### src/rtl/sdcmd_pkg.sv
`timescale 1ns/1ps
package sdcmd_pkg;

  localparam int unsigned STS_W    = 16;
  localparam int unsigned STS_EOC  = 0;
  localparam int unsigned STS_STOP = 2;
  localparam int unsigned STS_TOUT = 7;
  localparam int unsigned STS_OCRB = 12;
  localparam int unsigned STS_CERR = 14;

  typedef enum logic [2:0] {
    RK_NONE, RK_R1, RK_R1B, RK_R2, RK_R3, RK_R6
  } rsp_kind_e;

  typedef enum logic {ST_IDLE, ST_WAIT} ctrl_state_e;

  typedef struct packed {
    logic       dir;
    logic [1:0] ctype;
    logic       busy;
    logic [2:0] rcode;
    logic       init;
    logic [5:0] idx;
  } cmd_fields_t;

  function automatic cmd_fields_t split_word(input logic [15:0] w);
    cmd_fields_t f;
    f.idx   = w[5:0];
    f.init  = w[7];
    f.rcode = w[10:8];
    f.busy  = w[11];
    f.ctype = w[13:12];
    f.dir   = w[15];
    return f;
  endfunction

  function automatic rsp_kind_e classify(input logic [2:0] code, input logic busy);
    case (code)
      3'd1:    return busy ? RK_R1B : RK_R1;
      3'd2:    return RK_R2;
      3'd3:    return RK_R3;
      3'd6:    return RK_R6;
      default: return RK_NONE;
    endcase
  endfunction

  function automatic logic [4:0] expected_len(input rsp_kind_e k);
    case (k)
      RK_NONE: return 5'd0;
      RK_R2:   return 5'd16;
      default: return 5'd4;
    endcase
  endfunction

endpackage

### src/rtl/sdcmd_decode.sv
`timescale 1ns/1ps
module sdcmd_decode
  import sdcmd_pkg::*;
#(
  parameter int unsigned   LEN_W      = 5,
  parameter int unsigned   STOP_IDX   = 12,
  parameter logic [1:0]    XFER_CTYPE = 2'd3
) (
  input  logic [15:0]      word,
  output logic [5:0]       idx,
  output rsp_kind_e        kind,
  output logic [LEN_W-1:0] explen,
  output logic             bypass,
  output logic             is_xfer,
  output logic             is_stop,
  output logic             dir
);
  cmd_fields_t f;
  logic        unused_rsv;

  assign f          = split_word(word);
  assign unused_rsv = ^{word[14], word[6]};
  assign idx        = f.idx;
  assign kind       = classify(f.rcode, f.busy);
  assign explen     = LEN_W'(expected_len(kind));
  assign bypass     = f.init && (f.idx == 6'd0);
  assign is_xfer    = (f.ctype == XFER_CTYPE);
  assign is_stop    = (f.idx == 6'(STOP_IDX));
  assign dir        = f.dir;
endmodule

### src/rtl/sdcmd_eval.sv
`timescale 1ns/1ps
module sdcmd_eval
  import sdcmd_pkg::*;
#(
  parameter int unsigned  RSP_BYTES   = 16,
  parameter int unsigned  LEN_W       = 5,
  parameter logic [31:0]  R1_ERR_MASK = 32'hFDF9_0000,
  localparam int unsigned RSP_W       = RSP_BYTES * 8,
  localparam int unsigned NREG        = RSP_BYTES / 2
) (
  input  rsp_kind_e        kind,
  input  logic [LEN_W-1:0] explen,
  input  logic             is_stop,
  input  logic [LEN_W-1:0] rsp_len,
  input  logic [RSP_W-1:0] rsp_data,
  output logic [STS_W-1:0] e_set,
  output logic [STS_W-1:0] e_clr,
  output logic [RSP_W-1:0] e_rsp
);
  logic        short_rsp;
  logic        capture;
  logic [31:0] first_word;
  logic [RSP_W-1:0] pairs;

  assign short_rsp  = (rsp_len < explen);
  assign capture    = (explen != '0) && !short_rsp;
  assign first_word = rsp_data[RSP_W-1 -: 32];

  for (genvar k = 0; k < NREG; k++) begin : g_pair
    logic [7:0] hi_b, lo_b;
    assign hi_b = (LEN_W'(2*k)   < rsp_len) ? rsp_data[RSP_W-1-16*k -: 8] : 8'h00;
    assign lo_b = (LEN_W'(2*k+1) < rsp_len) ? rsp_data[RSP_W-9-16*k -: 8] : 8'h00;
    assign pairs[(NREG-1-k)*16 +: 16] = {hi_b, lo_b};
  end

  assign e_rsp = capture ? pairs : '0;

  always_comb begin
    e_set           = '0;
    e_clr           = '0;
    e_clr[STS_CERR] = 1'b1;
    if (short_rsp) begin
      e_set[STS_TOUT] = 1'b1;
    end else begin
      e_set[STS_EOC]  = 1'b1;
      e_set[STS_STOP] = is_stop;
      if ((kind == RK_R1 || kind == RK_R1B) && ((first_word & R1_ERR_MASK) != 32'd0)) begin
        e_set[STS_CERR] = 1'b1;
        e_clr[STS_CERR] = 1'b0;
      end
      if (kind == RK_R3) begin
        if (first_word[31]) e_clr[STS_OCRB] = 1'b1;
        else                e_set[STS_OCRB] = 1'b1;
      end
    end
  end
endmodule

### src/rtl/sdcmd_ctrl.sv
`timescale 1ns/1ps
module sdcmd_ctrl
  import sdcmd_pkg::*;
#(
  parameter int unsigned ARG_W = 32,
  parameter int unsigned LEN_W = 5,
  parameter int unsigned RSP_W = 128
) (
  input  logic             clk,
  input  logic             rst_n,
  input  logic             accept,
  input  logic             bypass,
  input  logic [5:0]       idx_in,
  input  logic [ARG_W-1:0] arg_in,
  input  rsp_kind_e        kind_in,
  input  logic [LEN_W-1:0] explen_in,
  input  logic             stop_in,
  input  logic             xfer_in,
  input  logic             dir_in,
  input  logic             rsp_vld,
  input  logic [STS_W-1:0] e_set,
  input  logic [STS_W-1:0] e_clr,
  input  logic [RSP_W-1:0] e_rsp,
  output logic             complete,
  output logic             busy,
  output logic             card_req,
  output logic [5:0]       card_idx,
  output logic [ARG_W-1:0] card_arg,
  output rsp_kind_e        h_kind,
  output logic [LEN_W-1:0] h_explen,
  output logic             h_stop,
  output logic             done,
  output logic [STS_W-1:0] sts_set,
  output logic [STS_W-1:0] sts_clr,
  output logic [RSP_W-1:0] rsp_word,
  output logic             xfer_start,
  output logic             xfer_stop,
  output logic             xfer_dir
);
  ctrl_state_e state;
  logic        h_xfer;

  assign busy     = (state == ST_WAIT);
  assign complete = busy && rsp_vld;

  always_ff @(posedge clk or negedge rst_n) begin
    if (!rst_n) begin
      state      <= ST_IDLE;
      card_req   <= 1'b0;
      card_idx   <= '0;
      card_arg   <= '0;
      h_kind     <= RK_NONE;
      h_explen   <= '0;
      h_stop     <= 1'b0;
      h_xfer     <= 1'b0;
      done       <= 1'b0;
      sts_set    <= '0;
      sts_clr    <= '0;
      rsp_word   <= '0;
      xfer_start <= 1'b0;
      xfer_stop  <= 1'b0;
      xfer_dir   <= 1'b0;
    end else begin
      card_req   <= 1'b0;
      done       <= 1'b0;
      xfer_start <= 1'b0;
      xfer_stop  <= 1'b0;
      if (accept) begin
        rsp_word <= '0;
        if (bypass) begin
          done    <= 1'b1;
          sts_set <= STS_W'(1) << STS_EOC;
          sts_clr <= '0;
        end else begin
          state    <= ST_WAIT;
          card_req <= 1'b1;
          card_idx <= idx_in;
          card_arg <= arg_in;
          h_kind   <= kind_in;
          h_explen <= explen_in;
          h_stop   <= stop_in;
          h_xfer   <= xfer_in;
          xfer_dir <= dir_in;
        end
      end else if (complete) begin
        state      <= ST_IDLE;
        done       <= 1'b1;
        sts_set    <= e_set;
        sts_clr    <= e_clr;
        rsp_word   <= e_rsp;
        xfer_start <= h_xfer;
        xfer_stop  <= !h_xfer;
      end
    end
  end
endmodule

### src/rtl/sdcmd_issuer.sv
`timescale 1ns/1ps
module sdcmd_issuer
  import sdcmd_pkg::*;
#(
  parameter int unsigned  ARG_W       = 32,
  parameter int unsigned  RSP_BYTES   = 16,
  parameter int unsigned  STOP_IDX    = 12,
  parameter logic [31:0]  R1_ERR_MASK = 32'hFDF9_0000,
  localparam int unsigned RSP_W       = RSP_BYTES * 8,
  localparam int unsigned LEN_W       = $clog2(RSP_BYTES + 1)
) (
  input  logic             clk,
  input  logic             rst_n,
  input  logic             ctrl_en,
  input  logic             cmd_wr,
  input  logic [15:0]      cmd_word,
  input  logic [ARG_W-1:0] cmd_arg,
  output logic             busy,
  output logic             card_req,
  output logic [5:0]       card_idx,
  output logic [ARG_W-1:0] card_arg,
  input  logic             card_rsp_vld,
  input  logic [LEN_W-1:0] card_rsp_len,
  input  logic [RSP_W-1:0] card_rsp_data,
  output logic             cmd_done,
  output logic [STS_W-1:0] sts_set,
  output logic [STS_W-1:0] sts_clr,
  output logic [RSP_W-1:0] rsp_word,
  output logic             xfer_start,
  output logic             xfer_stop,
  output logic             xfer_dir
);
  logic             ev_accept;
  logic             ev_complete;
  logic [5:0]       d_idx;
  rsp_kind_e        d_kind;
  logic [LEN_W-1:0] d_explen;
  logic             d_bypass, d_xfer, d_stop, d_dir;
  rsp_kind_e        h_kind;
  logic [LEN_W-1:0] h_explen;
  logic             h_stop;
  logic [STS_W-1:0] e_set, e_clr;
  logic [RSP_W-1:0] e_rsp;

  assign ev_accept = cmd_wr && ctrl_en && !busy;

  sdcmd_decode #(.LEN_W(LEN_W), .STOP_IDX(STOP_IDX), .XFER_CTYPE(2'd3)) u_dec (
    .word(cmd_word), .idx(d_idx), .kind(d_kind), .explen(d_explen),
    .bypass(d_bypass), .is_xfer(d_xfer), .is_stop(d_stop), .dir(d_dir)
  );

  sdcmd_eval #(.RSP_BYTES(RSP_BYTES), .LEN_W(LEN_W), .R1_ERR_MASK(R1_ERR_MASK)) u_eval (
    .kind(h_kind), .explen(h_explen), .is_stop(h_stop),
    .rsp_len(card_rsp_len), .rsp_data(card_rsp_data),
    .e_set(e_set), .e_clr(e_clr), .e_rsp(e_rsp)
  );

  sdcmd_ctrl #(.ARG_W(ARG_W), .LEN_W(LEN_W), .RSP_W(RSP_W)) u_ctrl (
    .clk(clk), .rst_n(rst_n), .accept(ev_accept), .bypass(d_bypass),
    .idx_in(d_idx), .arg_in(cmd_arg), .kind_in(d_kind), .explen_in(d_explen),
    .stop_in(d_stop), .xfer_in(d_xfer), .dir_in(d_dir),
    .rsp_vld(card_rsp_vld), .e_set(e_set), .e_clr(e_clr), .e_rsp(e_rsp),
    .complete(ev_complete), .busy(busy), .card_req(card_req),
    .card_idx(card_idx), .card_arg(card_arg),
    .h_kind(h_kind), .h_explen(h_explen), .h_stop(h_stop),
    .done(cmd_done), .sts_set(sts_set), .sts_clr(sts_clr), .rsp_word(rsp_word),
    .xfer_start(xfer_start), .xfer_stop(xfer_stop), .xfer_dir(xfer_dir)
  );
endmodule

### config.mk
export PLATFORM = sky130hd
export DESIGN_NAME = sdcmd_issuer
export DESIGN_NICKNAME = d
export VERILOG_FILES = /design/src/rtl/sdcmd_pkg.sv /design/src/rtl/sdcmd_decode.sv /design/src/rtl/sdcmd_eval.sv /design/src/rtl/sdcmd_ctrl.sv /design/src/rtl/sdcmd_issuer.sv
export SDC_FILE = /design/constraint.sdc
export NUM_CORES = 1
export LEC_CHECK = 0
export ABC_AREA = 1
export BUFFER_PORTS_ARGS = -buffer_cell sky130_fd_sc_hd__buf_4
export CORE_ASPECT_RATIO = 1.25
export CORE_MARGIN = 2
export CORE_UTILIZATION = 25
export DETAILED_ROUTE_END_ITERATION = 7
export GPL_TIMING_DRIVEN = 0
export SYNTH_ARGS = -nofsm -noshare
export SYNTH_HDL_FRONTEND = slang
export SYNTH_HIERARCHICAL = 1
export SYNTH_SLANG_ARGS = --single-unit
### constraint.sdc
create_clock -name clk -period 1.8 [get_ports clk]
set_clock_uncertainty 0.2 [all_clocks]
set_input_delay 0.09 -clock clk [delete_from_list [all_inputs] [get_ports clk]]
set_output_delay 0.09 -clock clk [all_outputs]
set_load 0.01 [all_outputs]
# Word level (Yosys, flattened, before mapping)
# Cells that the tools add are included.
dict set report totals {
  n_memories 0
  elab_cells 116
  out_inout_bits 204
  ram_bits 0
  register_bits 214
  rom_bits 0
  latch_bits 0
  inputBits 186
}
dict set report op_classes {
  n_mul 0
  addsub 0
  div_mod_pow 0
  bitwise_logic 1
  eq_ne 12
  reduce_logical 18
  n_lt_le_gt_ge 17
  n_mux 53
  shifts 0
}
# cell n
set op_table {}
lappend op_table {{$mux 128} 3}
lappend op_table {{$mux 8} 16}
lappend op_table {{$mux 16} 6}
lappend op_table {{$lt 4x5->1 const A} 8}
lappend op_table {{$reduce_bool 32->1} 1}
lappend op_table {{$mux 1} 25}
lappend op_table {{$lt 3x5->1 const A} 4}
lappend op_table {{$eq 3x2->1 const B} 4}
lappend op_table {{$pmux 3 s4} 1}
lappend op_table {{$lt 1x5->1 const A} 2}
lappend op_table {{$lt 2x5->1 const A} 2}
lappend op_table {{$pmux 5 s2} 1}
lappend op_table {{$eq 3x1->1 const B} 2}
lappend op_table {{$eq 3x3->1 const B} 2}
lappend op_table {{$eq 6x4->1 const B} 1}
lappend op_table {{$logic_and 1x1->1} 6}
lappend op_table {{$logic_not 6->1} 1}
lappend op_table {{$reduce_and 2->1} 3}
lappend op_table {{$lt 5x5->1} 1}
lappend op_table {{$reduce_bool 5->1} 1}
lappend op_table {{$logic_not 1->1} 3}
lappend op_table {{$logic_not 3->1} 1}
lappend op_table {{$eq 2x2->1 const B} 1}
lappend op_table {{$mux 2} 1}
lappend op_table {{5 further kinds} 5}

# Logic depth before layout (Yosys ltp)
# Gate-level depths: netlist (run 1).
dict set report logic_depth {
  ltp_word 7
  depth_mapped 12
  depth_no_buf 10
}

# Cells and area by module
# Netlist (run 1), hierarchy kept.
# mod seq_area_each_um2 area_per_inst_um2 cells_per_inst n_inst
set by_module_without_submodules {}
lappend by_module_without_submodules {sdcmd_ctrl 5355.1 8331.7 919 1}
lappend by_module_without_submodules {sdcmd_eval 0.0 1899.3 376 1}
lappend by_module_without_submodules {sdcmd_decode 0.0 202.7 42 1}
lappend by_module_without_submodules {sdcmd_issuer 0.0 10.0 2 1}

# Worst setup path before layout (run 1)
# OpenSTA, ideal clock, no wires.
dict set report synth_path {
  kind {register to register}
  from {register u_ctrl.h_explen[4]}
  to {register u_ctrl.rsp_word[0]}
  t_arrival_ns 1.513
  path_slack_ns -0.030
  required_ns 1.483
  period_less_slack_ns 1.830
  path_stages_with_launch 11
  path_buffers 2
  setup_ns 0.117
  cell_sequence {dfrtp_1 > inv_1 > ha_1 > a21oi_1 > nand3_2 > nand2_2 > buf_6 > buf_12 > nor2_4 > nand2_1 > nand2_1}
}
dict set report synth_via {
  elab_chain_cells 6
  elab_cells_between_ends 7
  classes_between {order compare (1); mux (3); reduce/logical (3)}
}
# item line
set synth_lines {}
lappend synth_lines {{start, declared} sdcmd_ctrl.sv:30} ;# output logic [LEN_W-1:0] h_explen,
lappend synth_lines {{start signal, assigned} sdcmd_ctrl.sv:80} ;# h_explen <= explen_in;
lappend synth_lines {{$lt 5x5->1} sdcmd_eval.sv:25} ;# assign short_rsp = (rsp_len < explen);
lappend synth_lines {{$logic_not 1->1} sdcmd_eval.sv:26} ;# assign capture = (explen != '0) && !short_rsp;
lappend synth_lines {{$logic_and 1x1->1 (*)} sdcmd_eval.sv:26}
lappend synth_lines {{$mux 128 (*)} sdcmd_eval.sv:36} ;# assign e_rsp = capture ? pairs : '0;
lappend synth_lines {{via e_rsp[0]} sdcmd_issuer.sv:43} ;# logic [RSP_W-1:0] e_rsp;
lappend synth_lines {{$mux 128 (*)} sdcmd_ctrl.sv:85} ;# end else if (complete) begin
lappend synth_lines {{$mux 128 (*)} sdcmd_ctrl.sv:68} ;# if (accept) begin
lappend synth_lines {{end signal, assigned} sdcmd_ctrl.sv:90} ;# rsp_word <= e_rsp;
lappend synth_lines {{end, declared} sdcmd_ctrl.sv:35} ;# output logic [RSP_W-1:0] rsp_word,
# The timed path passes the listed nets; every way through them passes the cells marked *. The select of a mux whose other input is x is not followed.
# A chain may end at the register's enable or synchronous reset.

# Worst setup path after layout (run 1)
dict set report layout_path {
  from {register u_ctrl.h_explen[2]}
  to {register u_ctrl.rsp_word[45]}
}
# The elaborated chain is that of the path after synthesis.

==> results_tabular.tex, run 1 <==
\begin{tabular}{lr}
\hline
Metric & Value \\
\hline
\multicolumn{2}{l}{\textbf{STA}} \\
\quad Transition time of the tightest slew-check pin & 0.8503 ns \\
\quad RSZ-0062 raised after global routing & true \\
\quad Highest Clock Rate & 483.5 MHz \\
\quad Final clock period utilization by the worst path & 1.149 \\
\quad Setup-failing EPs final & 125 \\
\quad Post-layout worst setup margin & -0.2681 ns \\
\quad Worst max-slew margin expressed relative to the limit & 0.4313 \\
\quad Slew Viols, Final & 0 \\
\quad Final hold violation count & 0 \\
\quad Post-Route Setup TNS & -20.84 ns \\
\quad Final min period & 2.068 ns \\
\multicolumn{2}{l}{\textbf{Critical path}} \\
\quad Register-to-register setup slack & -0.27 ns \\
\quad Reg2reg start & u\_ctrl/h\_explen[2] \\
\quad Data required time at the worst endpoint & 2.02 ns \\
\quad R2r worst-path depth & 13 \\
\quad Startpoint types & flop \\
\quad Endpoint of the most critical setup path & u\_ctrl/rsp\_word[45] \\
\quad Crit path max fanout & 8 \\
\quad End of the worst register-to-register path & u\_ctrl/rsp\_word[45] \\
\quad Critical Path Source & u\_ctrl/h\_explen[2] \\
\quad Category of the worst setup path capture point & flop \\
\quad Data arrival time of the critical path & 2.29 ns \\
\quad Startpoint-to-endpoint class of the critical path & reg2reg \\
\multicolumn{2}{l}{\textbf{Clocking}} \\
\quad TritonCTS clock tree & yes \\
\quad Total clock buffers created by CTS & 25 \\
\quad Clock Sink Count & 214 \\
\quad Worst skew pair latency & 0.55 ns \\
\quad Longest Clk Path Bufs & 3 \\
\quad Depth of the CTS H-tree & 1 \\
\quad Clock transition at the registers of the reported paths & 0.06 ns \\
\quad Clock tree root buffer cell & clkbuf\_16 \\
\multicolumn{2}{l}{\textbf{Pwr}} \\
\quad Standby leakage power & 9.467 nW \\
\quad Sequential group share of total power & 0.314 \\
\quad Net switching power & 9.824 mW \\
\quad Maximum ir drop on the vdd rail & 0.9041 mV \\
\quad Switching power as a share of total power & 0.3915 \\
\quad Fraction of power consumed by combinational cells & 0.494 \\
\quad Clock group share of total power & 0.192 \\
\quad Power density over the cells & 1403 mW/mm\^{}2 \\
\quad Design internal power & 15.27 mW \\
\multicolumn{2}{l}{\textbf{Placement}} \\
\quad RD Place Congestion & 0.8788 \\
\quad Half-perimeter wire length after placement & 29420 microns \\
\quad Buffers added on ports & 386 \\
\quad Number of cells in the design after placement & 2304 \\
\quad Post-Place Worst Slack & -0.3296 ns \\
\quad Instance area after placement & 0.01421 sq mm \\
\multicolumn{2}{l}{\textbf{Global route}} \\
\quad Leftover overflow at the end of global routing & 0 \\
\quad Global-route wire length before repair & 64760 microns \\
\quad Via count of the first global-routing pass & 11410 \\
\quad Number of antenna violations at the first check in global routing & 3 \\
\quad GRT Resource Usage Total & 0.1888 \\
\quad Largest net degree at the start of global routing & 100 \\
\multicolumn{2}{l}{\textbf{Floorplan}} \\
\quad Area of the core & 0.04112 sq mm \\
\quad Std-Cell Rows & 83 \\
\quad Die area & 0.04342 sq mm \\
\quad Initial cell density of the core & 0.2539 \\
\quad Total I/O pin count & 390 \\
\quad Die boundary width & 186.8 microns \\
\quad Vert. Die Dim & 232.5 microns \\
\multicolumn{2}{l}{\textbf{Route}} \\
\quad Post-route DRC & 0 \\
\quad Detail-routed via count per cell & 4.458 \\
\quad Detail-routed net length per standard cell & 16.84 microns \\
\quad Detailed-route via count & 11450 \\
\quad Pre-Repair DR Iteration Count & 5 \\
\quad Drt initial violations & 494 \\
\quad Antenna-violating nets left & 0 \\
\quad Drt total wl & 43250 microns \\
\multicolumn{2}{l}{\textbf{Outcome}} \\
\quad Outcome & finished, violations left \\
\quad Violations in the final reports & setup timing \\
\multicolumn{2}{l}{\textbf{Finish}} \\
\quad Final instance area & 0.01788 sq mm \\
\quad Nets & 2186 \\
\quad Footprint of the flip-flops and latches & 0.005356 sq mm \\
\quad P\&R area growth vs syn & 71.26\% \\
\quad Post-route non-filler standard cell count & 2568 \\
\quad Final Core Density & 0.4348 \\
\quad Footprint of the multi-input gates & 0.004826 sq mm \\
\quad Layout cells sized above 1 & 0.3408 \\
\quad Filler instances & 3950 \\
\multicolumn{2}{l}{\textbf{Synth}} \\
\quad Yosys warning total & 6 \\
\quad Mean instance size in the synthesized netlist & 7.803 sq um \\
\quad Post-synthesis instance area & 0.01044 sq mm \\
\quad Cells after synthesis & 1338 \\
\multicolumn{2}{l}{\textbf{Worst hold path}} \\
\quad WHS Path Cells & 7 \\
\quad Worst min path class & in2reg \\
\multicolumn{2}{l}{\textbf{Job}} \\
\quad Maxcap violations & 0 \\
\hline
\end{tabular}
through the flow:
stage / total power [mW] / hold WS, ns
finish: 25.09 / 0.007628
global route: 26.65 / 0.05129
CTS: 24.33 / -0.0006164
global placement: 17.70 / 0.08328
floorplan: 12.80 / -0.4056
detailed placement: 17.87 / -0.2620
how the worst min path moves through the flow:
| stage | endpoint | start |
|---|---|---|
| 2_1_floorplan | u_ctrl/busy | rst_n |
| 4_1_cts | u_ctrl/sts_clr[0] | cmd_word[3] |
| 3_5_place_dp | u_ctrl/rsp_word[79] | rst_n |
| 5_1_grt | u_ctrl/sts_clr[15] | cmd_word[3] |
| 3_3_place_gp | u_ctrl/card_arg[9] | cmd_arg[9] |
| 6_report | u_ctrl/sts_clr[0] | cmd_word[3] |
placed cells by master (no fill, tap or decap), types with 3 or more instances in the layout:
master and n:
nand2_1 599, buf_4 443, dfrtp_1 213, dlygate4sd3_1 199, nand3_1 189, nor2_4 66
nor2_1 50, nor2_2 43, clkbuf_16 29, conb_1 28, clkbuf_1 20, inv_1 19
nand2_2 14, buf_2 14, clkbuf_2 13, buf_12 13, buf_6 11, inv_2 6
clkbuf_4 6, clkbuf_8 4, buf_16 4, o21ai_0 4, diode_2 3, clkinv_2 3
flip-flops by register name (all words and copies together), names as in the netlist:
signal / flops
u_ctrl/busy: 1
u_ctrl/card_idx: 6
u_ctrl/rsp_word: 128
u_ctrl/done: 1
u_ctrl/sts_set: 16
u_ctrl/h_explen: 5
u_ctrl/xfer_stop: 1
u_ctrl/h_kind: 3
u_ctrl/h_xfer: 1
u_ctrl/xfer_start: 1
u_ctrl/sts_clr: 16
u_ctrl/card_req: 1
u_ctrl/xfer_dir: 1
u_ctrl/card_arg: 32
u_ctrl/h_stop: 1
per-layer routing:
metal,global-route usage,wire [microns],up-vias
li1,-,-,5431
met1,0.2099,16270,5430
met2,0.3421,21920,488
met3,0.05083,3442,99
met4,0.07490,1617,0
met5,0,0,-
power groups by stage:
stage	Clock [mW]	Sequential (mW)	Combinational, mW
3_3_place_gp	0	7.85	9.85
2_1_floorplan	0	8.52	4.28
5_1_grt	5.17	8.10	13.4
6_report	4.82	7.87	12.4
3_5_place_dp	0	7.89	9.98
4_1_cts	4.99	7.87	11.5
layout make-up:
cell class / count / share of cell area
Tap cell: 552 / 0.03863
Sequential cell: 214 / 0.2996
Clock buffer: 40 / 0.04038
Timing Repair Buffer: 608 / 0.2957
Antenna cell: 3 / 0.0004199
Buffer: 111 / 0.04885
Multi-Input combinational cell: 1011 / 0.2699
Clock inverter: 4 / 0.001330
Inverter: 25 / 0.005248
what timing repair did:
item / in CTS / in global routing
cloned: 3 / 4
setup endpoints to repair: 200 / 203
setup buffers: 10 / 5
resized for setup: 90 / 114
hold buffers: 199 / 0
pin swaps: 10 / 32
hold endpoints to repair: 401 / 0
critical path, cell delays in order, from the launching register on:
cell and delay (ns):
dfrtp_1 0.37, inv_1 0.06, ha_1 0.30, nand2_1 0.07, nand2_1 0.06, nand2_2 0.08
nand3_4 0.08, nand2_4 0.09, buf_12 0.12, buf_12 0.17, clkbuf_16 0.18, nor2_4 0.03
nand2_1 0.06, nand2_1 0.07
(Power assumes the default switching activity.)
==> run 2, diff against run 1 <==
Settings changed: CTS_BUF_LIST from default to sky130_fd_sc_hd__clkbuf_4 sky130_fd_sc_hd__clkbuf_8.
==> results_tabular.tex, run 2 (synthesis results as in run 1) <==
\begin{tabular}{lr}
\hline
Metric & Value \\
\hline
\multicolumn{2}{l}{\textbf{Clocking}} \\
\quad Total clock buffers created by CTS & 38 \\
\quad Clock transition at the registers of the reported paths & 0.06 ns \\
\quad TritonCTS clock tree & yes \\
\quad Worst skew pair latency & 0.54 ns \\
\quad Clock Sink Count & 214 \\
\quad Depth of the CTS H-tree & 2 \\
\quad Clock tree root buffer cell & clkbuf\_8 \\
\quad Longest Clk Path Bufs & 3 \\
\multicolumn{2}{l}{\textbf{Finish}} \\
\quad Registers with the most flip-flops & u\_ctrl/rsp\_word: 128 flops, u\_ctrl/card\_arg: 32 flops \\
\quad P\&R area growth vs syn & 69.18\% \\
\quad Layout cells sized above 1 & 0.3401 \\
\quad Most flops, register & u\_ctrl/rsp\_word \\
\quad Final instance area & 0.01766 sq mm \\
\quad Flip-flop count of the largest register, all copies and words added & 128 \\
\quad Most common cell after layout, fill and taps aside & nand2\_1 \\
\quad Post-route non-filler standard cell count & 2586 \\
\quad Filler instances & 4002 \\
\quad Commonest cells after routing, fill and taps aside & 603 x nand2\_1, 440 x buf\_4, 213 x dfrtp\_1 \\
\quad Nets & 2195 \\
\multicolumn{2}{l}{\textbf{Floorplan}} \\
\quad Area of the core & 0.04112 sq mm \\
\quad Vert. Die Dim & 232.5 microns \\
\quad Std-Cell Rows & 83 \\
\quad Die boundary width & 186.8 microns \\
\quad Die area & 0.04342 sq mm \\
\quad Total I/O pin count & 390 \\
\quad Initial cell density of the core & 0.2539 \\
\multicolumn{2}{l}{\textbf{Pwr}} \\
\quad Overall Power & 24.49 mW \\
\quad Power density over the cells & 1386 mW/mm\^{}2 \\
\quad Maximum ir drop on the vdd rail & 0.8491 mV \\
\quad Standby leakage power & 9.441 nW \\
\multicolumn{2}{l}{\textbf{Route}} \\
\quad Detailed-route via count & 11480 \\
\quad Drt initial violations & 499 \\
\quad Drt total wl & 43040 microns \\
\quad Antenna-violating nets left & 0 \\
\quad Pre-Repair DR Iteration Count & 5 \\
\quad Detail-routed net length per standard cell & 16.64 microns \\
\quad Detail-routed via count per cell & 4.439 \\
\quad Post-route DRC & 0 \\
\multicolumn{2}{l}{\textbf{Placement}} \\
\quad Half-perimeter wire length after placement & 29420 microns \\
\quad Number of cells in the design after placement & 2304 \\
\quad Instance area after placement & 0.01421 sq mm \\
\quad Buffers added on ports & 386 \\
\quad RD Place Congestion & 0.8788 \\
\multicolumn{2}{l}{\textbf{Critical path}} \\
\quad Category of the worst setup path capture point & flop \\
\quad Data arrival time of the critical path & 2.25 ns \\
\quad Critical Path Source & u\_ctrl/h\_explen[4] \\
\quad Startpoint types & flop \\
\quad Register-to-register setup slack & -0.21 ns \\
\quad R2r worst-path depth & 11 \\
\quad Crit path max fanout & 7 \\
\quad Reg2reg start & u\_ctrl/h\_explen[4] \\
\quad Endpoint of the most critical setup path & u\_ctrl/rsp\_word[72] \\
\quad Data required time at the worst endpoint & 2.04 ns \\
\quad End of the worst register-to-register path & u\_ctrl/rsp\_word[72] \\
\quad Startpoint-to-endpoint class of the critical path & reg2reg \\
\multicolumn{2}{l}{\textbf{STA}} \\
\quad Slew Viols, Final & 0 \\
\quad Worst max-slew margin expressed relative to the limit & 0.4263 \\
\quad Worst Hold Margin & 0.07051 ns \\
\quad RSZ-0062 raised after global routing & true \\
\quad Highest Clock Rate & 498.2 MHz \\
\quad Final hold violation count & 0 \\
\quad Transition time of the tightest slew-check pin & 0.8578 ns \\
\quad Setup-failing EPs final & 120 \\
\quad Final clock period utilization by the worst path & 1.115 \\
\quad Post-layout worst setup margin & -0.2072 ns \\
\quad Final min period & 2.007 ns \\
\multicolumn{2}{l}{\textbf{Global route}} \\
\quad M1 GR Usage & 0.2130 \\
\quad Routing usage on met2 & 0.3519 \\
\quad Leftover overflow at the end of global routing & 0 \\
\quad Global-route wire length before repair & 66030 microns \\
\quad Most Used Layer, Global Route & met2 \\
\quad Via count of the first global-routing pass & 11710 \\
\quad Largest net degree at the start of global routing & 100 \\
\quad GRT Resource Usage Total & 0.1923 \\
\quad Met3 track demand over resource in global routing & 0.04992 \\
\quad Number of antenna violations at the first check in global routing & 3 \\
\multicolumn{2}{l}{\textbf{Outcome}} \\
\quad Violations in the final reports & setup timing \\
\quad Outcome & finished, violations left \\
\multicolumn{2}{l}{\textbf{Worst hold path}} \\
\quad Worst min path class & in2reg \\
\multicolumn{2}{l}{\textbf{Job}} \\
\quad Maxcap violations & 0 \\
\hline
\end{tabular}
-- run 2: timing repair --
action / 4_1_cts / 5_1_grt
endpoints found under the hold margin: 421 / 0
resized for setup: 86 / 60
hold buffers: 203 / 0
setup buffers: 7 / 2
pin swaps: 8 / 13
cloned: 1 / 1
setup endpoints to repair: 197 / 198
-- run 2: layout make-up --
cell class | count | area [sq um] | area share
Antenna cell | 5 | 12.51 | 0.0007084
Buffer | 114 | 915.9 | 0.05186
Clock buffer | 56 | 708.2 | 0.04010
Timing Repair Buffer | 601 | 5135 | 0.2907
Clock inverter | 8 | 98.84 | 0.005596
Tap cell | 552 | 690.7 | 0.03910
Inverter | 25 | 93.84 | 0.005313
Sequential cell | 214 | 5356 | 0.3033
Multi-Input combinational cell | 1011 | 4651 | 0.2633
-- run 2: worst min path at each step --
| stage | startpoint | end | slack, ns | depth (start not counted) |
|---|---|---|---|---|
| global route | cmd_arg[7] | u_ctrl/card_arg[7] | 0.06 | 4 |
| floorplan | rst_n | u_ctrl/busy | -0.41 | 0 |
| CTS | card_rsp_len[2] | u_ctrl/rsp_word[40] | 0.004 | 7 |
| finish | cmd_arg[17] | u_ctrl/card_arg[17] | 0.07 | 4 |
| detailed placement | rst_n | u_ctrl/rsp_word[79] | -0.26 | 1 |
| global placement | cmd_arg[9] | u_ctrl/card_arg[9] | 0.08 | 3 |
-- run 2: layer usage --
metal  share of wire  wire length [microns]
met1            0.37                  16070
met3           0.079                   3409
met4           0.033                   1415
met5               0                      0
met2            0.51                  22150
-- run 2: report_power, final --
group	leakage (nW)	switching (mW)	internal, mW
combinational	6.20	6.18	5.49
sequential	2.82	1.20	6.67
clock	0.422	2.15	2.81
total	9.44	9.53	15.0
-- run 2: metrics by stage --
stage                     setup WS [ns]  setup TNS (ns)    util
final                           -0.2072          -16.91  0.4295
after floorplan                0.004009               0       -
after global routing            -0.3364          -31.04  0.4293
after global placement           -1.297         -303.12  0.3440
after detailed placement        -0.3296          -37.20  0.3455
after CTS                       -0.2050          -18.53  0.4238
-- run 2: worst max-delay path, cell delays in order, from the launching register on --
cell,delay [ns]
dfrtp_1,0.39
inv_2,0.09
ha_4,0.22
a21oi_2,0.20
nand3_4,0.11
nand2_4,0.10
buf_12,0.15
buf_12,0.14
clkbuf_16,0.16
nor2_2,0.03
nand2_1,0.06
nand2_1,0.05
